$ cat config.mk
export PLATFORM = sky130hd
export DESIGN_NAME = cnt_snapshot
export DESIGN_NICKNAME = d
export VERILOG_FILES = /design/src/rtl/cs_pkg.sv /design/src/rtl/cs_free_counter.sv /design/src/rtl/cs_snap_word.sv /design/src/rtl/cnt_snapshot.sv
export SDC_FILE = /design/constraint.sdc
export NUM_CORES = 1
export LEC_CHECK = 0
export ABC_AREA = 0
export BUFFER_PORTS_ARGS = -buffer_cell sky130_fd_sc_hd__buf_2
export CAP_MARGIN = 20
export CORE_MARGIN = 1.5
export CORE_UTILIZATION = 60
export CTS_BUF_LIST = sky130_fd_sc_hd__clkbuf_16
export DETAILED_ROUTE_END_ITERATION = 8
export PLACE_DENSITY = 0.81
export SYNTH_ARGS = -nofsm -noshare
export SYNTH_HDL_FRONTEND = slang
export SYNTH_SLANG_ARGS = --single-unit
$ cat constraint.sdc
create_clock -name clk -period 3.25 [get_ports clk]
set_input_delay 0.8125 -clock clk [delete_from_list [all_inputs] [get_ports clk]]
set_output_delay 0.8125 -clock clk [all_outputs]
set_load 0.02 [all_outputs]
$ cat src/rtl/cs_pkg.sv
// Package: shared constants for the counter snapshot block.
// Assumes the control word sits directly above the snapshot words.
package cs_pkg;
    localparam int CMD_CLEAR_BIT = 0;   // zero the snapshot
    localparam int CMD_LATCH_BIT = 1;   // capture the counter
    localparam int CMD_BITS      = 2;   // self-clearing field width
endpackage

$ cat src/rtl/cs_free_counter.sv
// Module: cs_free_counter
// Free-running up counter. It wraps at 2**WIDTH and has no load or clear input.
// Assumes rst_n is synchronous and active low.
module cs_free_counter #(
    parameter int WIDTH = 64
) (
    input  logic             clk,
    input  logic             rst_n,
    output logic [WIDTH-1:0] count
);
    // Advance by one every clock, zero under reset.
    always_ff @(posedge clk) begin
        if (!rst_n) count <= '0;
        else        count <= count + 1'b1;
    end


    property count_step_chk_p;
        @(posedge clk) disable iff (!rst_n)
            $past(rst_n) |-> (count == $past(count) + 1'b1);
    endproperty
    count_step_chk: assert property (count_step_chk_p);
endmodule

$ cat src/rtl/cs_snap_word.sv
// Module: cs_snap_word
// One bus-width slice of the snapshot. Clear has priority over capture,
// and capture has priority over a direct write. The caller guarantees
// that a direct write and a command never target this word in the same cycle.
module cs_snap_word #(
    parameter int W = 32
) (
    input  logic         clk,
    input  logic         rst_n,
    input  logic         clr_i,
    input  logic         lat_i,
    input  logic         wr_i,
    input  logic [W-1:0] wdata_i,
    input  logic [W-1:0] src_i,
    output logic [W-1:0] q
);
    // Update the held word from clear, capture or direct write.
    always_ff @(posedge clk) begin
        if (!rst_n)     q <= '0;
        else if (clr_i) q <= '0;
        else if (lat_i) q <= src_i;
        else if (wr_i)  q <= wdata_i;
    end


    property latch_copy_chk_p;
        @(posedge clk) disable iff (!rst_n)
            ($past(rst_n) && $past(lat_i) && !$past(clr_i)) |-> (q == $past(src_i));
    endproperty
    latch_copy_chk: assert property (latch_copy_chk_p);


    property clear_zero_chk_p;
        @(posedge clk) disable iff (!rst_n)
            ($past(rst_n) && $past(clr_i)) |-> (q == '0);
    endproperty
    clear_zero_chk: assert property (clear_zero_chk_p);


    property direct_wr_chk_p;
        @(posedge clk) disable iff (!rst_n)
            ($past(rst_n) && $past(wr_i) && !$past(clr_i) && !$past(lat_i))
                |-> (q == $past(wdata_i));
    endproperty
    direct_wr_chk: assert property (direct_wr_chk_p);


    property hold_chk_p;
        @(posedge clk) disable iff (!rst_n)
            ($past(rst_n) && !$past(wr_i) && !$past(clr_i) && !$past(lat_i))
                |-> $stable(q);
    endproperty
    hold_chk: assert property (hold_chk_p);
endmodule

$ cat src/rtl/cnt_snapshot.sv
// Module: cnt_snapshot (top)
// Free-running counter with a coherent multi-word snapshot on a register bus.
// Snapshot word i sits at address i, and the control word sits at address NWORDS.
// Assumes CNT_W is a multiple of BUS_W and that NWORDS+1 addresses fit in ADDR_W bits.
module cnt_snapshot #(
    parameter int CNT_W  = 64,
    parameter int BUS_W  = 32,
    parameter int ADDR_W = 2
) (
    input  logic              clk,
    input  logic              rst_n,
    input  logic              bus_wr,
    input  logic [ADDR_W-1:0] bus_addr,
    input  logic [BUS_W-1:0]  bus_wdata,
    output logic [BUS_W-1:0]  bus_rdata
);
    import cs_pkg::*;

    localparam int NWORDS = CNT_W / BUS_W;
    localparam logic [ADDR_W-1:0] CTRL_ADDR = ADDR_W'(NWORDS);

    logic [CNT_W-1:0] count;
    logic [BUS_W-1:0] snap [NWORDS];
    logic [BUS_W-1:0] ctrl_q;
    logic             ctrl_wr;
    logic             do_clear;
    logic             do_latch;

    cs_free_counter #(.WIDTH(CNT_W)) u_ctr (
        .clk   (clk),
        .rst_n (rst_n),
        .count (count)
    );

    // Decode a command write into its two one-cycle actions.
    always_comb begin
        ctrl_wr  = bus_wr && (bus_addr == CTRL_ADDR);
        do_clear = ctrl_wr && bus_wdata[CMD_CLEAR_BIT];
        do_latch = ctrl_wr && bus_wdata[CMD_LATCH_BIT];
    end

    // Store the control word, with the self-clearing command bits dropped.
    always_ff @(posedge clk) begin
        if (!rst_n)       ctrl_q <= '0;
        else if (ctrl_wr) ctrl_q <= {bus_wdata[BUS_W-1:CMD_BITS], {CMD_BITS{1'b0}}};
    end

    genvar gi;
    generate
        for (gi = 0; gi < NWORDS; gi++) begin : g_word
            cs_snap_word #(.W(BUS_W)) u_word (
                .clk     (clk),
                .rst_n   (rst_n),
                .clr_i   (do_clear),
                .lat_i   (do_latch),
                .wr_i    (bus_wr && (bus_addr == ADDR_W'(gi))),
                .wdata_i (bus_wdata),
                .src_i   (count[gi*BUS_W +: BUS_W]),
                .q       (snap[gi])
            );
        end
    endgenerate

    // Read decode: snapshot words, then control, and zero elsewhere.
    always_comb begin
        bus_rdata = '0;
        for (int i = 0; i < NWORDS; i++)
            if (bus_addr == ADDR_W'(i)) bus_rdata = snap[i];
        if (bus_addr == CTRL_ADDR) bus_rdata = ctrl_q;
    end


    property ctrl_store_chk_p;
        @(posedge clk) disable iff (!rst_n)
            ($past(rst_n) && $past(ctrl_wr))
                |-> (ctrl_q[BUS_W-1:CMD_BITS] == $past(bus_wdata[BUS_W-1:CMD_BITS])
                     && ctrl_q[CMD_BITS-1:0] == '0);
    endproperty
    ctrl_store_chk: assert property (ctrl_store_chk_p);


    property reset_zero_chk_p;
        @(posedge clk) disable iff (!rst_n)
            !$past(rst_n) |-> (ctrl_q == '0 && snap[0] == '0 && count == '0);
    endproperty
    reset_zero_chk: assert property (reset_zero_chk_p);


    property hole_read_chk_p;
        @(posedge clk) disable iff (!rst_n)
            (bus_addr > CTRL_ADDR) |-> (bus_rdata == '0);
    endproperty
    hole_read_chk: assert property (hole_read_chk_p);
endmodule

==> impl_summary.log, run 1 <==
INFO  metric final_nets = 970
INFO  metric cts.sink_count = 158
INFO  metric layout-area-overhead-vs-synth = 15.0%
INFO  metric drt-wirelength-per-cell = 17.2 um
INFO  metric cts-buffers-inserted = 17
INFO  metric floorplan.die.height = about 110 um
INFO  metric grt_util_all_layers = 29.8%
INFO  metric drt_wl_total = 18,800 um
INFO  metric route.antenna.remaining_nets = 0
INFO  metric ys_seq_elements = 158
INFO  metric fmaxAchievable = ~360 MHz
INFO  metric min-delay-path-class = reg2reg
INFO  metric dieWidth = 114 um
INFO  metric syn_area = 0.00737 mm2
INFO  metric max_slew_headroom = 59.3%
INFO  metric global_route_wire_length_before_repair = roughly 31,000 um
INFO  metric final_common_cell = sky130_fd_sc_hd__dfxtp_1
INFO  metric clock_tree.root_cell = sky130_fd_sc_hd__clkbuf_16
INFO  metric insertion_delay = 430 ps
INFO  metric timing.final.max_slew_violations = 0
INFO  metric timing.clock.skew = 9.68 ps
INFO  metric async_reset_ff_share = 0%
INFO  metric postPlaceCellArea = between 0.007 and 0.008 mm2
INFO  metric globalRouteOverflowTotal = 0
INFO  metric drive_above_1_share = 14.0%
INFO  metric netlist_cell_types = 35
INFO  metric power_per_cell_area = 511 mW/mm2
INFO  metric worst-path-max-fanout = 18
INFO  metric cellInternalPower = approximately 3300 uW
INFO  metric ys.flop_type = sky130_fd_sc_hd__dfxtp_1
INFO  metric power.share.combinational = 8.0%
INFO  metric clk_path_buf_depth = 2
INFO  metric layout.cells.non_filler = 1,092
INFO  metric layout_common_cells = sky130_fd_sc_hd__dfxtp_1, sky130_fd_sc_hd__nand2_1, sky130_fd_sc_hd__nor2_1
INFO  metric power.switching_fraction = 23.4%
INFO  metric cts-hold-fix-buffers = 0
INFO  metric pin_count = between 60 and 70
INFO  metric timing.final.crit_period = 2770 ps
INFO  metric worst_setup_hold_path_clk_slew = 60 ps
INFO  metric worstMarginPinSlew = 609 ps
INFO  metric setup.worst_path.end_class = primary output
INFO  metric run_status = complete, no violations
INFO  metric route.vias.total = 6,691
INFO  metric place.gp.congestion = about 0.8
INFO  metric clock_power_share = a little under half
INFO  metric detailed_place_hpwl = 12,500 um
INFO  metric report.final.setup_viol = 0
INFO  metric worst-endpoint-required = 2440 ps
INFO  metric grt_antenna_before_repair = 0
INFO  metric place_inst = 1,060
INFO  metric grt_setup_unrepaired = false
INFO  metric area_of_the_core_region = 0.0120 mm2
INFO  metric post_cts.repair.setup_buffers = 0
INFO  metric synth_enable_flop_cells = 0
INFO  metric static-leakage-power = ~0.0034 uW
INFO  metric syn_nets = 920
INFO  metric ys.warnings.count = 0
INFO  metric firstDrtPassIters = 5
INFO  metric port-buffer-count = 68
INFO  metric core.rowCount = 40
INFO  metric first_global_vias = 6,013
INFO  metric switching_power = 1020 uW
INFO  metric timing_hold_violations_final = 0
INFO  metric fp.dieArea = between 0.01 and 0.015 mm2
INFO  metric grt_start_max_net_pins = 42
INFO  metric power.share.sequential = 46.9%
INFO  metric final_min_period_over_clock_period = a little under nine tenths
INFO  metric worst_ir_drop_vdd = 406 uV
INFO  metric diodes_inserted = 0
INFO  metric drt-vias-per-instance = 6.13
INFO  metric max_cap_violations = 0
INFO  metric synthesis.instances = between 800 and 900
INFO  metric postCtsResizedCells = 0
INFO  metric num-fill-cells = 936
INFO  metric avgSynthCellArea = approximately 8.4 um2
INFO  metric initial_core_util = 61.4%
INFO  metric detailedRoute.firstIterationViolations = 728
INFO  metric synth-seq-area-share = between 40% and 50%
INFO  metric critPathArrivalTime = 1960 ps
INFO  metric cp-start-kind = input pin
INFO  metric cts_tree = yes
INFO  metric htree_levels = 4
INFO  metric critPathKind = in2out
INFO  metric design_area = 0.00848 mm2
INFO  metric post-route-drc-count = 0
INFO  metric finalSetupTns = 0 ps
[power by group through the flow]
stage          sequential [uW]  combinational (uW)  clock (uW)
3_3_place_gp              2070                 335           0
6_report                  2030                 347        1950
3_5_place_dp              2070                 341           0
5_1_grt                   2040                 376        2050
2_1_floorplan             2060                 225           0
4_1_cts                   2030                 344        1970
[Yosys cell counts, drive strengths merged, types with 2 or more instances]
cell | instances | area, um2
xor2 | 20 | 175
o31ai | 12 | 90.1
clkbuf | 42 | 158
a211oi | 62 | 465
or4 | 12 | 90.1
or3 | 20 | 125
dfxtp | 158 | 3160
or2 | 2 | 12.5
nor3 | 5 | 25.0
a21oi | 61 | 305
nand2 | 125 | 469
o21a | 2 | 15.0
nand4 | 19 | 131
and2 | 6 | 37.5
and4 | 3 | 26.3
inv | 10 | 37.5
nand3 | 25 | 125
o21ai | 50 | 250
nor2b | 2 | 12.5
nor4 | 5 | 46.3
nor2 | 103 | 387
mux2i | 94 | 941
xnor2 | 11 | 96.3
buf | 18 | 83.8
and3 | 9 | 56.3
[logic make-up (layout without fill, tap and decap cells)]
kind of cell    after synthesis  in the layout  synth area share (%)
compound gates              191            191                  15.7
xor+xnor                     31             31                  3.68
fa+ha+maj                     1              1                 0.170
buf+inv                      70            133                  3.78
flops                       158            158                  42.9
mux                          94             94                  12.8
simple gates                337            337                  21.0
[worst paths after layout]
check	start	endpoint	slack, ps	cells after the start
worst min-delay path	ctrl_q[31]	ctrl_q[31]	460	2
worst max register to register	u_ctr.count[23]	u_ctr.count[57]	570	5
worst min register to register	ctrl_q[31]	ctrl_q[31]	460	2
worst max-delay path	bus_addr[0]	bus_rdata[18]	480	6
[critical path, stage by stage]
cell and delay (ps):
sky130_fd_sc_hd__buf_2 240, sky130_fd_sc_hd__nor2b_2 210, sky130_fd_sc_hd__buf_4 250, sky130_fd_sc_hd__nand2_1 80
sky130_fd_sc_hd__o21ai_0 120, sky130_fd_sc_hd__buf_2 230
[metrics by stage]
step	power [uW]	setup WS, ps	hold slack (ps)	utilization, %
floorplan	2290	211	436	-
global placement	2410	532	443	65.8
detailed placement	2410	508	449	65.8
CTS	4350	497	457	70.6
global route	4460	391	470	70.6
finish	4330	482	457	70.6
[area by class of cell]
type / instances / area, um2 / share of cell area (%)
timing repair buffer: 91 / 563 / 6.64
multi-input combinational: 654 / 3960 / 46.6
inverter: 10 / 37.5 / 0.443
clock inverter: 15 / 154 / 1.81
tap: 147 / 184 / 2.17
sequential: 158 / 3160 / 37.3
clock buffer: 17 / 425 / 5.02
[flip-flops by register name, indices dropped and copies added (netlist names)]
register and count:
u_ctr.count 64, g_word.u_word.q 64, ctrl_q 30
[routing by layer]
layer	up-vias	global-route usage, %	wire length (um)
met5	-	0	0
met4	0	9.42	246
met3	27	5.69	1310
met2	271	45.6	8480
met1	3156	42.6	8740
li1	3237	-	-
Note: power is estimated with default switching activity, not from simulation.
==> inputs of run 2 (changes only) <==
--- a/config.mk
+++ b/config.mk
@@ -12,7 +12,8 @@
 export CORE_UTILIZATION = 60
 export CTS_BUF_LIST = sky130_fd_sc_hd__clkbuf_16
 export DETAILED_ROUTE_END_ITERATION = 8
-export PLACE_DENSITY = 0.81
+export PLACE_DENSITY = 0.8
 export SYNTH_ARGS = -nofsm -noshare
 export SYNTH_HDL_FRONTEND = slang
+export SYNTH_HIERARCHICAL = 1
 export SYNTH_SLANG_ARGS = --single-unit
==> impl_summary.log, run 2 <==
INFO  metric pin_count = 69 (unchanged)
INFO  metric final_nets = 923 (-4.8%)
INFO  metric setup.worst_path.end_class = primary output
INFO  metric synth-seq-area-share = 40.5% (-2.4 points)
INFO  metric worst-endpoint-required = 2440 ps (about the same)
INFO  metric avgSynthCellArea = 9.32 um2 (+11%)
INFO  metric dieWidth = 117 um (+2.9%)
INFO  metric mux_cell_area_share_after_synthesis = 16.3% (+3.5 points)
INFO  metric fmaxAchievable = 347 MHz (-4.0%)
INFO  metric drt-wirelength-per-cell = 18.8 um (+9.1%)
INFO  metric ys.flop_type = sky130_fd_sc_hd__dfxtp_1
INFO  metric synthDominantCellAreaShare = 40.5% (-2.4 points)
INFO  metric core.rowCount = 41 (+2.5%)
INFO  metric insertion_delay = 420 ps (about the same)
INFO  metric post_synth_and_or_nand_nor_area_fraction = 20.9% (-0.087 points)
INFO  metric report.final.setup_viol = 0 (unchanged)
INFO  metric postCtsResizedCells = 0 (unchanged)
INFO  metric post-route-drc-count = 0 (unchanged)
INFO  metric post_cts.repair.setup_buffers = 0 (unchanged)
INFO  metric synth.area.top_cells = sky130_fd_sc_hd__dfxtp_1, sky130_fd_sc_hd__mux2i_1, sky130_fd_sc_hd__a211oi_1, sky130_fd_sc_hd__nor2b_1, sky130_fd_sc_hd__nand2_1
INFO  metric global_route_wire_length_before_repair = 31,300 um (+2.2%)
INFO  metric worstMarginPinSlew = 1050 ps (+440 ps)
INFO  metric grt_start_max_net_pins = 64 (+52%)
INFO  metric max_cap_violations = 0 (unchanged)
INFO  metric timing.clock.skew = 7.38 ps (-2.30 ps)
INFO  metric globalRouteOverflowTotal = 0 (unchanged)
INFO  metric layout_common_cells = sky130_fd_sc_hd__dfxtp_1, sky130_fd_sc_hd__mux2i_1, sky130_fd_sc_hd__nand2_1
INFO  metric syn_nets = 877 (-4.7%)
INFO  metric firstDrtPassIters = 8 (+3)
INFO  metric power_per_cell_area = 488 mW/mm2 (-4.5%)
INFO  metric drt-vias-per-instance = 6.12 (about the same)
INFO  metric clock_tree.root_cell = sky130_fd_sc_hd__clkbuf_16
INFO  metric async_reset_ff_share = 0% (unchanged)
INFO  metric synth_enable_flop_cells = 0 (unchanged)
INFO  metric clk_path_buf_depth = 2 (unchanged)
INFO  metric ys_seq_elements = 158 (unchanged)
INFO  metric area.sequential = 0.00316 mm2 (unchanged)
INFO  metric fp.dieArea = 0.0137 mm2 (+5.8%)
INFO  metric area_of_the_core_region = 0.0127 mm2 (+5.5%)
INFO  metric port-buffer-count = 68 (unchanged)
INFO  metric htree_levels = 4 (unchanged)
INFO  metric layout_top_registers = g_word.u_word/q (64), u_ctr/count (64), ctrl_q (30)
INFO  metric timing.final.crit_period = 2880 ps (+115 ps)
INFO  metric netlist_cell_types = 39 (+11%)
INFO  metric design_area = 0.00871 mm2 (+2.7%)
INFO  metric drive_above_1_share = 13.5% (-0.49 points)
INFO  metric compound_cell_area_share_of_the_yosys_netlist = 12.5% (-3.2 points)
INFO  metric power.share.sequential = 47.9% (+1.0 points)
INFO  metric timing.final.max_slew_violations = 0 (unchanged)
INFO  metric slowest_stage = sky130_fd_sc_hd__buf_4
INFO  metric cts-buffers-inserted = 17 (unchanged)
INFO  metric max_slew_headroom = 30.1% (-29 points)
INFO  metric diodes_inserted = 0 (unchanged)
INFO  metric worstPathCellList = buf_2 -> nor2b_2 -> buf_4 -> o2bb2ai_1 -> buf_2
INFO  metric worst_ir_drop_vdd = 365 uV (-10%)
INFO  metric synth-xor-area-share = 4.37% (+0.69 points)
INFO  metric critPathArrivalTime = 2070 ps (+110 ps)
INFO  metric detailed_place_hpwl = 13,400 um (+7.4%)
INFO  metric clock_power_share = 43.4% (-1.7 points)
INFO  metric power.switching_fraction = 23.7% (+0.28 points)
INFO  metric worst_setup_hold_path_clk_slew = 60 ps (about the same)
INFO  metric critPathMaxStageDelay = 340 ps (+90 ps)
INFO  metric cp-start-kind = input pin
INFO  metric synth_top_family_by_area = simple AND/OR/NAND/NOR gates
INFO  metric final_min_period_over_clock_period = 88.7% (+3.6 points)
INFO  metric finalSetupTns = 0 ps (unchanged)
INFO  metric detailedRoute.firstIterationViolations = 638 (-12%)
INFO  metric run_status = complete, no violations
INFO  metric synth_fa_ha_area_share = 0.160% (-0.0096 points)
INFO  metric grt_antenna_before_repair = 0 (unchanged)
INFO  metric cts_tree = yes
INFO  metric power.share.combinational = 8.7% (+0.7 points)
INFO  metric static-leakage-power = 0.00324 uW (-4.7%)
INFO  metric switching_power = 1010 uW (-0.78%)
INFO  metric cts.sink_count = 158 (unchanged)
INFO  metric place.gp.congestion = 0.911 (+14%)
INFO  metric critPathKind = in2out
INFO  metric multiInputGateArea = 0.00425 mm2 (+7.4%)
INFO  metric syn_area = 0.00782 mm2 (+6.0%)
INFO  metric timing_hold_violations_final = 0 (unchanged)
INFO  metric route.vias.total = 6,551 (-2.1%)
INFO  metric route.antenna.remaining_nets = 0 (unchanged)
INFO  metric final_common_cell = sky130_fd_sc_hd__dfxtp_1
INFO  metric most_frequently_used_cell_type_in_the_post_synthesis_netlist = sky130_fd_sc_hd__dfxtp_1
INFO  metric grt_util_all_layers = 29.6% (-0.18 points)
INFO  metric grt_setup_unrepaired = false
INFO  metric first_global_vias = 6,182 (+2.8%)
INFO  metric floorplan.die.height = 117 um (+2.9%)
INFO  metric drt_wl_total = 20,100 um (+6.9%)
INFO  metric worst-path-max-fanout = 30 (+12)
INFO  metric layout-area-overhead-vs-synth = 11.4%
INFO  metric ys.warnings.count = 6 (+6)
INFO  metric path_common_cell = sky130_fd_sc_hd__buf_2
INFO  metric postPlaceCellArea = 0.00812 mm2 (+2.7%)
INFO  metric initial_core_util = 61.7% (+0.30 points)
INFO  metric synth_common_cells = sky130_fd_sc_hd__dfxtp_1, sky130_fd_sc_hd__mux2i_1, sky130_fd_sc_hd__nand2_1, sky130_fd_sc_hd__nor2b_1, sky130_fd_sc_hd__a211oi_1
INFO  metric cts-hold-fix-buffers = 0 (unchanged)
INFO  metric cellInternalPower = 3240 uW (-2.3%)
INFO  metric num-fill-cells = 986 (+5.3%)
INFO  metric synthesis.instances = 839 (-4.9%)
INFO  metric netlist.top_cell.by_area = sky130_fd_sc_hd__dfxtp_1
INFO  metric min-delay-path-class = reg2reg
-- run 2: changes by cell type in the layout (fill, tap and decap cells not counted), sizes merged, moves of 15 or more --
cell and change:
a21oi -40, mux2i +33, nand2 -46, nand4 +15, nor2 -50, nor2b +63
o21ai -31, o2bb2ai +30
-- run 2: worst max-delay path: cells and delay by family --
family	cells	cell delay (ps)
and+or+nand+nor	1	210
buffers and inverters	3	840
AOI/OAI and AO/OA	1	190
-- run 2: logic make-up (layout without fill, tap and decap cells) --
kind of cell / count (synthesis) / after routing
buffers and inverters: 68 / 127
xor gates and xnor gates: 39 / 39
adders and majority gates: 1 / 1
AOI/OAI and AO/OA: 138 / 138
muxes: 127 / 127
and+or+nand+nor: 308 / 308
DFF: 158 / 158
-- run 2: power by group through the flow --
stage          Sequential [uW]  Clock [uW]  Combinational, uW
4_1_cts                   2030        1870                361
2_1_floorplan             2060           0                264
6_report                  2030        1840                370
3_5_place_dp              2070           0                356
5_1_grt                   2040        1940                396
3_3_place_gp              2070           0                340
-- run 2: layout make-up --
type	instances	share of cell area, %
clock buffer	17	4.88
inverter	10	0.431
clock inverter	15	1.32
timing repair buffer	85	5.83
sequential	158	36.3
tap	172	2.47
multi-input combinational	613	48.8
-- run 2: metrics by stage --
| step | hold slack [ps] | worst slack, ps | utilization (%) | cells | power [uW] |
|---|---|---|---|---|---|
| 3_5_place_dp | 448 | 336 | 64.0 | 1036 | 2430 |
| 6_report | 455 | 367 | 68.7 | 1070 | 4250 |
| 3_3_place_gp | 442 | 480 | 64.0 | 1036 | 2410 |
| 5_1_grt | 473 | 335 | 68.7 | 1070 | 4370 |
| 4_1_cts | 457 | 425 | 68.3 | 1068 | 4260 |
| 2_1_floorplan | 435 | 773 | - | 839 | 2330 |
-- run 2: per-layer routing --
metal | track usage (%) | share of wire [%]
met5 | 0 | 0
met4 | 11.3 | 1.6
met3 | 5.61 | 5.5
met2 | 48.1 | 48
met1 | 39.3 | 45
-- run 2: worst paths after layout --
kind	from	to	slack, ps	cells past startpoint
max	bus_addr[1]	bus_rdata[10]	370	5
min	ctrl_q[16]	ctrl_q[16]	460	2
max reg2reg	u_ctr/count[0]	u_ctr/count[62]	710	7
min reg2reg	ctrl_q[16]	ctrl_q[16]	460	2
